`src/rtl/strap_pkg.sv`:
```
package strap_pkg;
  localparam int ADDR_W = 7;
  localparam logic [ADDR_W-1:0] ALERT_ADDR = 7'b0001100;

  typedef enum logic [1:0] {
    LVL_LOW   = 2'd0,
    LVL_FLOAT = 2'd1,
    LVL_HIGH  = 2'd2
  } level_e;

  typedef struct packed {
    logic latch;
    logic compare;
  } ctrlStrobe_t;

  function automatic level_e toLevel(input logic [1:0] code);
    case (code)
      2'b00:   return LVL_LOW;
      2'b10:   return LVL_HIGH;
      default: return LVL_FLOAT;
    endcase
  endfunction

  function automatic logic [ADDR_W-1:0] decodeAddr(input level_e a, input level_e b);
    logic [ADDR_W-1:0] base;
    case (a)
      LVL_LOW:  base = 7'b0011000;
      LVL_HIGH: base = 7'b1001100;
      default:  base = 7'b0101001;
    endcase
    return base + ADDR_W'(b);
  endfunction
endpackage

```
`src/rtl/strap_ctrl.sv`:
```
module strap_ctrl
  import strap_pkg::*;
#(
  parameter int SETTLE_CYCLES = 4
) (
  input  logic        clk,
  input  logic        rstN,
  input  logic        addrValid,
  output ctrlStrobe_t strobe,
  output logic        ready
);
  localparam int CNT_W = $clog2(SETTLE_CYCLES + 1);
  localparam logic [CNT_W-1:0] LAST = CNT_W'(SETTLE_CYCLES - 1);

  typedef enum logic {ST_SAMPLE, ST_RUN} state_e;
  state_e stateQ;
  logic [CNT_W-1:0] cntQ;

  always_ff @(posedge clk or negedge rstN) begin
    if (!rstN) begin
      stateQ <= ST_SAMPLE;
      cntQ   <= '0;
    end else if (stateQ == ST_SAMPLE) begin
      if (cntQ == LAST) stateQ <= ST_RUN;
      else              cntQ   <= cntQ + 1'b1;
    end
  end

  always_comb begin
    strobe.latch   = (stateQ == ST_SAMPLE) && (cntQ == LAST);
    strobe.compare = (stateQ == ST_RUN) && addrValid;
    ready          = (stateQ == ST_RUN);
  end

  // once ready, always ready until reset
  a_r6_ready_sticky: assert property (@(posedge clk) disable iff (!rstN)
    ready |=> ready);
endmodule

```
`src/rtl/strap_datapath.sv`:
```
module strap_datapath
  import strap_pkg::*;
(
  input  logic              clk,
  input  logic              rstN,
  input  ctrlStrobe_t       strobe,
  input  logic              ready,
  input  logic [1:0]        pinA,
  input  logic [1:0]        pinB,
  input  logic [ADDR_W-1:0] rxAddr,
  output logic [ADDR_W-1:0] devAddr,
  output logic              hitValid,
  output logic              hitDevice,
  output logic              hitAlert
);
  logic [ADDR_W-1:0] decoded;

  always_comb decoded = decodeAddr(toLevel(pinA), toLevel(pinB));

  always_ff @(posedge clk or negedge rstN) begin
    if (!rstN) begin
      devAddr   <= '0;
      hitValid  <= 1'b0;
      hitDevice <= 1'b0;
      hitAlert  <= 1'b0;
    end else begin
      if (strobe.latch) devAddr <= decoded;
      hitValid  <= strobe.compare;
      hitDevice <= strobe.compare && (rxAddr == devAddr);
      hitAlert  <= strobe.compare && (rxAddr == ALERT_ADDR);
    end
  end

  // latched address frozen after sampling
  a_r5_addr_frozen: assert property (@(posedge clk) disable iff (!rstN)
    ready |=> $stable(devAddr));
  // no result strobe follows a not-ready cycle
  a_r6_no_early_hit: assert property (@(posedge clk) disable iff (!rstN)
    !ready |=> !hitValid);
  // flags mutually exclusive
  a_r9_flags_exclusive: assert property (@(posedge clk) disable iff (!rstN)
    $onehot0({hitDevice, hitAlert}));
  // flags only inside a result strobe
  a_r9_flags_need_valid: assert property (@(posedge clk) disable iff (!rstN)
    (hitDevice || hitAlert) |-> hitValid);
endmodule

```
`src/rtl/strap_addr_match.sv`:
```
module strap_addr_match
  import strap_pkg::*;
#(
  parameter int SETTLE_CYCLES = 4
) (
  input  logic              clk,
  input  logic              rstN,
  input  logic [1:0]        pinA,
  input  logic [1:0]        pinB,
  input  logic              addrValid,
  input  logic [ADDR_W-1:0] rxAddr,
  output logic              ready,
  output logic [ADDR_W-1:0] devAddr,
  output logic              hitValid,
  output logic              hitDevice,
  output logic              hitAlert
);
  ctrlStrobe_t strobe;

  strap_ctrl #(.SETTLE_CYCLES(SETTLE_CYCLES)) u_ctrl (
    .clk(clk), .rstN(rstN), .addrValid(addrValid), .strobe(strobe), .ready(ready)
  );

  strap_datapath u_dp (
    .clk(clk), .rstN(rstN), .strobe(strobe), .ready(ready),
    .pinA(pinA), .pinB(pinB), .rxAddr(rxAddr), .devAddr(devAddr),
    .hitValid(hitValid), .hitDevice(hitDevice), .hitAlert(hitAlert)
  );
endmodule

```
`config.mk`:
```
export PLATFORM = sky130hd
export DESIGN_NAME = strap_addr_match
export DESIGN_NICKNAME = d
export VERILOG_FILES = /design/src/rtl/strap_pkg.sv /design/src/rtl/strap_ctrl.sv /design/src/rtl/strap_datapath.sv /design/src/rtl/strap_addr_match.sv
export SDC_FILE = /design/constraint.sdc
export NUM_CORES = 1
export LEC_CHECK = 0
export ABC_AREA = 1
export ABC_CLOCK_PERIOD_IN_PS = 1490
export BUFFER_PORTS_ARGS = -buffer_cell sky130_fd_sc_hd__buf_2
export CAP_MARGIN = 40
export CORE_MARGIN = 1
export CORE_UTILIZATION = 40
export DETAILED_ROUTE_END_ITERATION = 7
export GPL_TIMING_DRIVEN = 0
export PLACE_DENSITY = 0.66
export SLEW_MARGIN = 20
export SYNTH_ARGS = -nofsm -noshare
export SYNTH_HDL_FRONTEND = slang
export SYNTH_SLANG_ARGS = --single-unit
```
`constraint.sdc`:
```
create_clock -name clk -period 1.49 [get_ports clk]
set_input_delay 0.298 -clock clk [delete_from_list [all_inputs] [get_ports clk]]
set_output_delay 0.298 -clock clk [all_outputs]
set_load 0.1 [all_outputs]
```
==> impl_metrics.toml, run 1 <==
[critical_path]
worstPathArrival_ns = 1.14
largest_fanout_on_the_critical_path = 4
critical_path_buf_inv_count = 1
cp_cell_sequence = "buf_2"
cp.required_ns = 1.19
critPathCaptureType = "primary output"
slowest_stage = "sky130_fd_sc_hd__buf_2"
cpPeakStageDelay_ns = 0.45
cp-start-kind = "flip-flop"
path_class = "reg -> out"
crit_family = "buffers and inverters"

[clock_tree]
cts_num_sinks = 13
cts-root-buf = "sky130_fd_sc_hd__clkbuf_4"
worstSkewPairLatency_ns = 0.28
clkTransAtPathRegs_ns = 0.08
tritoncts = "yes"
cts-buffers-inserted = 3
cts.htree.levels = 1
cts_setup_buffers = 0
cts_max_path_buffers = 2

[yosys]
postSynthAreaPerCell_sq_um = 7.534
synth_cell_type_count = 18
cell_type_contributing_the_most_total_cell_area_after_synthesis = "sky130_fd_sc_hd__dfrtp_1"
synth_edf_count = 0
post_synth_main_area_contributors = "sky130_fd_sc_hd__dfrtp_1 46%, sky130_fd_sc_hd__nand2_1 16%, sky130_fd_sc_hd__inv_1 9.1%"
netlist_instances = 93
dominantRegCellSynth = "sky130_fd_sc_hd__dfrtp_1"
async_set_or_reset_flop_fraction_in_the_synthesized_netlist_pct = 100.0
yosysSeqAreaShare_pct = 46.43
yosysTopAreaCellShare_pct = 46.43
synth_warnings = 0
total_nets_after_synthesis = 110
ys_seq_elements = 13
cell_area_after_synthesis_sq_um = 700.7

[floorplanning]
die_area_sq_um = 1923
start_util_pct = 44.44
die_height_um = 43.86
design.portCount = 25
std_cell_rows = 14
core_area_sq_um = 1577
floorplan.die.width_um = 43.86

[global_routing]
grt_pass1_wl_um = 2415
grt_max_degree = 14
first_global_vias = 616
gr-usage-all-layers_pct = 17.23
grt_antenna_before_repair = 0
global_route.overflow_total = 0

[layout]
final_net_count = 140
diodes = 0
area_growth_pct = 26.79
post_route_cells_drive_above_1_share_pct = 31.97
final_core_utilization_pct = 56.35
fillCellCount = 155

[place]
hpwl_um = 1123
finalWeightedCongestion = 0.7975
port_bufs = 24

[route]
drtPass1Iterations = 8
detail_route.wl_per_cell_um = 10.45
drt_iter0_markers = 12
routed_wl_um = 1442
detailroute.via_count = 641
remaining_drc_errors = 2
ant_nets = 0
post_drt_via_cell_ratio = 4.645

[power]
p_leak_nw = 0.5003
vdd_ir_drop_max_mv = 0.5184
pwr_density_cell_nw_per_um2 = 881.0

[flow_run]
cap_violations = 0

[sta]
fmax_mhz = 695.9
number_of_hold_violations_in_the_final_report = 0
min_period_ns = 1.437
finalCritPeriodShare_pct = 96.44
worst_pin_slew_ns = 0.4888
setup-violations-final = 0
timing.clock.skew_ns = 0.002620
rsz0062_at_grt = "false"
setup_total_negative_slack_ns = 0
slew_headroom_pct = 67.64
final-max-slew-violation-count = 0

[outcome]
run_status = "finished with violations"
violations_in_the_final_reports = "design-rule violations"

[min_path]
hold_class = "in -> reg"
[path summary, 6_finish.rpt]
| check | start | endpoint | slack, ns | depth (start not counted) |
|---|---|---|---|---|
| worst max-delay path | u_dp.devAddr[5] | devAddr[5] | 0.05 | 1 |
| worst min-delay path | pinA[1] | u_dp.devAddr[4] | 0.21 | 2 |
| worst max register to register | u_ctrl.cntQ[0] | u_ctrl.cntQ[2] | 0.13 | 6 |
| worst min register to register | u_ctrl.cntQ[0] | u_ctrl.cntQ[0] | 0.47 | 1 |
| max in group asynchronous | rstN | u_ctrl.ready | 0.79 | 2 |
| min in group asynchronous | rstN | u_dp.hitValid | 0.45 | 2 |
[per-layer routing]
layer  routed length, um  track usage (%)  part of all wire (%)  vias to the layer above
li1                    -                -                     -                      337
met1                 677            21.84                    47                      284
met2                 680            29.25                    47                       18
met3                  69            2.500                   4.8                        2
met4                  14            7.273                  0.97                        0
met5                   0                0                     0                        -
[cells in the final DEF (no fill, tap or decap), drive strengths merged]
cell,synthesis,layout
dlygate4sd3,0,1
o21a,1,1
nor3,1,1
xor2,1,1
clkinv,0,1
ha,3,3
dfrtp,13,13
clkbuf,2,6
buf,1,24
o21ai,5,5
nand2,31,31
nand3,4,4
o22ai,1,1
inv,18,18
nor2,12,12
[kinds of logic after synthesis]
logic type      count (synthesis)  share of synthesized area (%)
compound gates                  7                          6.073
xor+xnor                        1                          1.250
fa+ha+maj                       3                          5.358
buf+inv                        21                          11.79
flops                          13                          46.43
simple gates                   48                          29.10
[stage by stage]
stage	total power, mW	std cells	setup slack (ns)	instance area (sq um)	hold slack, ns
floorplan	0.5169	93	0.02726	703.2	0.002409
global placement	0.5658	133	0.1546	843.3	0.1994
detailed placement	0.5679	133	0.1002	843.3	0.2031
CTS	0.7986	138	0.02353	883.3	0.1972
global route	0.8217	138	0.005771	888.4	0.2219
finish	0.7826	138	0.05307	888.4	0.2115
[synthesized netlist by cell type (all sizes together) (2+ instances only)]
library cell,count
inv,18
nand2,31
clkbuf,2
ha,3
dfrtp,13
nand3,4
o21ai,5
nor2,12
[flip-flops by register name, summed over array words and instances, names as in the netlist]
name and flops:
u_dp.devAddr 6, u_ctrl.cntQ 3, u_ctrl.ready 1, u_dp.hitAlert 1, u_dp.hitDevice 1, u_dp.hitValid 1
[timing repair]
action / in CTS / in global routing
endpoints found under the hold margin: 13 / 0
setup endpoints to repair: 1 / 3
resized for setup: 1 / 2
hold buffers: 1 / 0
[where the power goes]
part	leakage, nW	total (mW)	internal, mW	switching [mW]
Combinational	0.335	0.191	0.0458	0.146
Clock	0.0177	0.220	0.0995	0.120
Sequential	0.148	0.372	0.364	0.00810
Total	0.500	0.783	0.509	0.274
[layout make-up]
cell class | count | area, sq um | area share (%)
Clock buffer | 3 | 22.52 | 2.535
Sequential cell | 13 | 327.8 | 36.90
Buffer | 3 | 15.01 | 1.690
Multi-Input combinational cell | 59 | 295.3 | 33.24
Clock inverter | 1 | 5.005 | 0.5634
Timing Repair Buffer | 25 | 135.1 | 15.21
Tap cell | 16 | 20.02 | 2.254
Inverter | 18 | 67.56 | 7.606
No activity file was read; power rests on OpenSTA's default activity.
==> run 2: changes to the inputs <==
Settings changed: PLACE_DENSITY 0.66 to 0.65, SYNTH_HIERARCHICAL set to 1.
==> run 2 against run 1 <==
Net effect: the flow still finishes with violations (design-rule violations); non-clock buffer count is 2 higher; global-route usage is 0.93 points higher; count of clock-buffer cells in the layout stayed put; combinational power hardly changed; sequential share of layout area is 1.2 points lower; final cell count is 5.1% higher; maximum frequency is 0.24% lower; critical path depth stayed put; largest cell class unchanged; largest power group unchanged.
==> impl_metrics.toml, run 2 <==
[route]
detailroute.via_count = 661
remaining_drc_errors = 1
ant_nets = 0
detail_route.wl_per_cell_um = 10.50
drtPass1Iterations = 8
routed_wl_um = 1522
post_drt_via_cell_ratio = 4.559
drt_iter0_markers = 21

[critical_path]
timing.reg2reg.setup_slack_ns = 0.10
critical_path.reg2reg.endpoint = "u_dp/devAddr[4]"
worst-r2r-cell-count = 7
cp_cell_sequence = "buf_2"
rr_startpoint = "u_ctrl/cntQ[0]"
largest_fanout_on_the_critical_path = 4
path_class = "reg -> out"
slowest_stage = "sky130_fd_sc_hd__buf_2"
critPathCaptureType = "primary output"
cp-start-kind = "flip-flop"
critical_path_buf_inv_count = 1
crit_cells = 1
worstPathArrival_ns = 1.14
crit_family = "buffers and inverters"
cpPeakStageDelay_ns = 0.45
cp.required_ns = 1.19

[power]
p_leak_nw = 0.5222
totalPowerFinal_uw = 787.8
pwr_density_cell_nw_per_um2 = 859.0
vdd_ir_drop_max_mv = 0.5333

[sta]
slew_headroom_pct = 67.87
worst_pin_slew_ns = 0.4852
number_of_hold_violations_in_the_final_report = 0
setup-violations-final = 0
final-max-slew-violation-count = 0
hold_slack_ns = 0.2524
min_period_ns = 1.440
fmax_mhz = 694.2
timing.clock.skew_ns = 0.0004960
rsz0062_at_grt = "true"
finalCritPeriodShare_pct = 96.67

[yosys]
async_set_or_reset_flop_fraction_in_the_synthesized_netlist_pct = 100.0
postSynthAreaPerCell_sq_um = 7.166
yosysSeqAreaShare_pct = 45.86
cell_area_after_synthesis_sq_um = 709.4
synth.most_common_cell = "sky130_fd_sc_hd__nand2_1"
synth_warnings = 6
total_nets_after_synthesis = 116
synth_cell_type_count = 15
yosysTopAreaCellShare_pct = 45.86
post_synth_main_area_contributors = "sky130_fd_sc_hd__dfrtp_1 46%, sky130_fd_sc_hd__nand2_1 18%, sky130_fd_sc_hd__inv_1 11%"
dominantRegCellSynth = "sky130_fd_sc_hd__dfrtp_1"
synth.top_cells.by_count = "34 x sky130_fd_sc_hd__nand2_1, 20 x sky130_fd_sc_hd__inv_1, 13 x sky130_fd_sc_hd__dfrtp_1"
netlist_instances = 99
synth_edf_count = 0
cell_type_contributing_the_most_total_cell_area_after_synthesis = "sky130_fd_sc_hd__dfrtp_1"
ys_seq_elements = 13

[layout]
layout_commonest_cell = "sky130_fd_sc_hd__nand2_1"
diodes = 0
final_non_filler_cell_area_sq_um = 917.1
layout.cells.most_common_list = "34 x sky130_fd_sc_hd__nand2_1, 22 x sky130_fd_sc_hd__buf_2, 20 x sky130_fd_sc_hd__inv_1, 11 x sky130_fd_sc_hd__nor2_1, 11 x sky130_fd_sc_hd__dfrtp_1"
instances_no_fill = 145
biggestRegsByFlops = "u_dp/devAddr x6, u_ctrl/cntQ x3"
largest_register_ffs = 6
regMostFlops = "u_dp/devAddr"
final_net_count = 147
area_growth_pct = 29.28
fillCellCount = 167
post_route_cells_drive_above_1_share_pct = 29.46

[flow_run]
cap_violations = 0

[min_path]
worstHoldStart = "pinA[0]"
min_delay_worst_endpoint = "u_dp/devAddr[4]"
timing.hold.worst_path_depth = 2
hold_class = "in -> reg"

[clock_tree]
cts_max_path_buffers = 2
cts.htree.levels = 1
worstSkewPairLatency_ns = 0.28
clkTransAtPathRegs_ns = 0.09
cts-buffers-inserted = 3
cts_num_sinks = 13
cts-root-buf = "sky130_fd_sc_hd__clkbuf_4"
tritoncts = "yes"

[floorplanning]
design.portCount = 25
start_util_pct = 45.00
core_area_sq_um = 1577
floorplan.die.width_um = 44.12
std_cell_rows = 14
die_height_um = 44.12
die_area_sq_um = 1946

[place]
hpwl_um = 1150
finalWeightedCongestion = 0.6980
placed_cells_incl_taps = 139
port_bufs = 24
placed_area_sq_um = 852.1

[global_routing]
grt_pass1_wl_um = 2553
grt_max_degree = 14
grt_antenna_before_repair = 0
global_route.overflow_total = 0
gr-usage-all-layers_pct = 18.16
first_global_vias = 620

[outcome]
violations_in_the_final_reports = "design-rule violations"
run_status = "finished with violations"
## run 2: routing by layer
| layer | up-vias | wire length, um | global-route usage, % |
|---|---|---|---|
| met5 | - | 0 | 0 |
| met4 | 0 | 18 | 10.91 |
| met3 | 2 | 66 | 3.673 |
| met2 | 16 | 693 | 27.06 |
| met1 | 292 | 743 | 24.23 |
| li1 | 351 | - | - |
## run 2: worst max path at each step
| stage | start | endpoint | slack, ns |
|---|---|---|---|
| CTS | u_ctrl/cntQ[0] | u_dp/devAddr[1] | 0.01 |
| floorplan | u_dp/devAddr[5] | u_dp/hitDevice | 0.03 |
| global route | u_ctrl/cntQ[0] | u_dp/devAddr[3] | -0.01 |
| finish | u_dp/devAddr[1] | devAddr[1] | 0.05 |
| detailed placement | u_ctrl/cntQ[0] | u_dp/devAddr[1] | 0.05 |
| global placement | u_ctrl/cntQ[0] | u_dp/devAddr[1] | 0.09 |
## run 2: through the flow
step | util, % | setup WS [ns] | setup TNS (ns)
finish | 58.17 | 0.04957 | 0
global route | 58.17 | -0.01391 | -0.02632
CTS | 56.59 | 0.01496 | 0
detailed placement | 54.05 | 0.04782 | 0
global placement | 54.05 | 0.08926 | 0
floorplan | - | 0.02572 | 0
## run 2: what timing repair did
action / 4_1_cts / 5_1_grt
resized for setup: 1 / 4
pin swaps: 0 / 1
setup buffers: 0 / 1
hold endpoints to repair: 13 / 0
hold buffers: 1 / 0
setup endpoints to repair: 1 / 5
## run 2: report_power, final
part           leakage [nW]  switching [mW]  internal [mW]
Combinational         0.356           0.144         0.0446
Sequential            0.148         0.00936          0.364
Clock                0.0177           0.127         0.0995
Total                 0.522           0.280          0.508
## run 2: cells by family after synthesis
logic type,after synthesis,share of synthesized area (%)
simple gates,49,27.34
fa+ha+maj,3,5.292
compound gates,9,7.233
flops,13,45.86
buf+inv,25,14.28
## run 2: layout make-up
class	instances	area, sq um	area share [%]
sequential	13	327.8	35.74
multi-input combinational	61	297.8	32.47
timing repair buffer	26	142.6	15.55
inverter	21	78.83	8.595
clock buffer	3	22.52	2.456
buffer	4	22.52	2.456
tap	16	20.02	2.183
clock inverter	1	5.005	0.5457
==> run 3: changes to the inputs <==
Settings changed: CORE_MARGIN 1 to unset, CTS_BUF_LIST set to sky130_fd_sc_hd__clkbuf_8, PLACE_DENSITY 0.65 to 0.67.
==> run 3 against run 2 <==
Net effect: the flow still finishes with violations (design-rule violations); hold slack better by 0.048 ns; non-clock buffer count down 1; clock skew up 0.0014 ns; cell area up 0.82%; wire length down 13%; die area unchanged; sequential cell count unchanged; maximum frequency up 3.1%; critical path type unchanged.
==> impl_metrics.toml, run 3 (synthesis gave the netlist of run 2 again) <==
[flow_run]
cap_violations = 0

[route]
detailroute.via_count = 644
dr_wl_met3_um = 81
detail_route.wl_per_cell_um = 9.236
drt_iter0_markers = 18
remaining_drc_errors = 1
met2_wirelength_um = 579
routed_wl_um = 1330
post_drt_via_cell_ratio = 4.472
drtPass1Iterations = 8
m1WireLength_um = 646
maxUsedRoutingLayer = "met4"
ant_nets = 0

[sta]
final-max-slew-violation-count = 0
number_of_hold_violations_in_the_final_report = 0
timing.clock.skew_ns = 0.001921
min_period_ns = 1.397
fmax_mhz = 716.0
finalCritPeriodShare_pct = 93.74
rsz0062_at_grt = "false"
setup-violations-final = 0
setup_total_negative_slack_ns = 0
worst_pin_slew_ns = 0.4902
slew_headroom_pct = 67.54

[clock_tree]
cts-root-buf = "sky130_fd_sc_hd__clkbuf_8"
cts-buffers-inserted = 3
cts_max_path_buffers = 2
tritoncts = "yes"
cts_num_sinks = 13
cts_setup_buffers = 0
cts.htree.levels = 1
clkTransAtPathRegs_ns = 0.05
worstSkewPairLatency_ns = 0.23

[floorplanning]
core_area_sq_um = 1577
design.portCount = 25
die_height_um = 44.12
start_util_pct = 45.00
std_cell_rows = 14
die_area_sq_um = 1946
floorplan.die.width_um = 44.12

[power]
vdd_ir_drop_max_mv = 0.8543
totalPowerFinal_uw = 849.4
pwr_density_cell_nw_per_um2 = 918.6
p_leak_nw = 0.5238

[critical_path]
critical_path_buf_inv_count = 1
cp-start-kind = "flip-flop"
largest_fanout_on_the_critical_path = 7
path_class = "reg -> out"
slowest_stage = "sky130_fd_sc_hd__buf_2"
worstPathArrival_ns = 1.10
cp_cell_sequence = "buf_2"
critPathCaptureType = "primary output"
cp.required_ns = 1.19
cpPeakStageDelay_ns = 0.44
timing.reg2reg.setup_slack_ns = 0.14
crit_family = "buffers and inverters"

[layout]
final_net_count = 146
post_route_cells_drive_above_1_share_pct = 28.13
diodes = 0
layout.cells.most_common_list = "34 x sky130_fd_sc_hd__nand2_1, 23 x sky130_fd_sc_hd__buf_2, 21 x sky130_fd_sc_hd__inv_1, 11 x sky130_fd_sc_hd__nor2_1, 11 x sky130_fd_sc_hd__dfrtp_1"
largest_register_ffs = 6
biggestRegsByFlops = "u_dp/devAddr x6, u_ctrl/cntQ x3"
layout_commonest_cell = "sky130_fd_sc_hd__nand2_1"
regMostFlops = "u_dp/devAddr"
area_growth_pct = 30.34
final_non_filler_cell_area_sq_um = 924.6
final_core_utilization_pct = 58.65

[global_routing]
gr-usage-all-layers_pct = 16.05
grt_max_degree = 14
grt_pass1_wl_um = 2221
first_global_vias = 571
grt_antenna_before_repair = 0
global_route.overflow_total = 0

[outcome]
violations_in_the_final_reports = "design-rule violations"
run_status = "finished with violations"

[place]
port_bufs = 24
finalWeightedCongestion = 0.7376
placed_area_sq_um = 852.1
hpwl_um = 1085

[min_path]
hold_class = "in -> reg"
## run 3: power by group
part           internal [mW]  switching [mW]
Sequential             0.365         0.00867
Combinational         0.0444           0.142
Clock                  0.181           0.109
Total                  0.590           0.259
## run 3: cell type report
class	count	area [sq um]
inverters	21	78.83
plain buffers	4	22.52
clock inverters	1	3.754
well taps	16	20.02
repair buffers	25	132.6
flip-flops and latches	13	327.8
clock buffers	3	41.29
fillers	151	651.9
multi-input cells	61	297.8
## run 3: repair_timing
item                       4_1_cts  5_1_grt
hold endpoints to repair        13        0
setup endpoints to repair        0        3
hold buffers                     1        0
resized for setup                0        4
## run 3: per-layer routing
| metal | GRT usage (%) | vias up |
|---|---|---|
| li1 | - | 352 |
| met1 | 19.95 | 268 |
| met2 | 23.82 | 22 |
| met3 | 7.347 | 2 |
| met4 | 7.273 | 0 |
| met5 | 0 | - |
## run 3: stage by stage
step                      hold slack (ns)  setup WS (ns)  instances
after detailed placement           0.1964        0.07797        139
after global placement             0.1940        0.08655        139
after floorplan                  0.002409        0.02572         99
after CTS                          0.2879        0.03667        144
after global routing               0.2918        0.01540        144
final                              0.3005        0.09333        144
## run 3: path summary, 6_finish.rpt
| path | endpoint | start | depth (start not counted) |
|---|---|---|---|
| worst max register to register | u_dp/devAddr[3] | u_ctrl/cntQ[0] | 8 |
| worst min register to register | u_ctrl/cntQ[2] | u_ctrl/cntQ[2] | 2 |
| worst max-delay path | ready | u_ctrl/ready | 1 |
| min in group asynchronous | u_dp/hitValid | rstN | 2 |
| worst min-delay path | u_dp/devAddr[4] | pinA[0] | 2 |
| max in group asynchronous | u_dp/devAddr[2] | rstN | 2 |
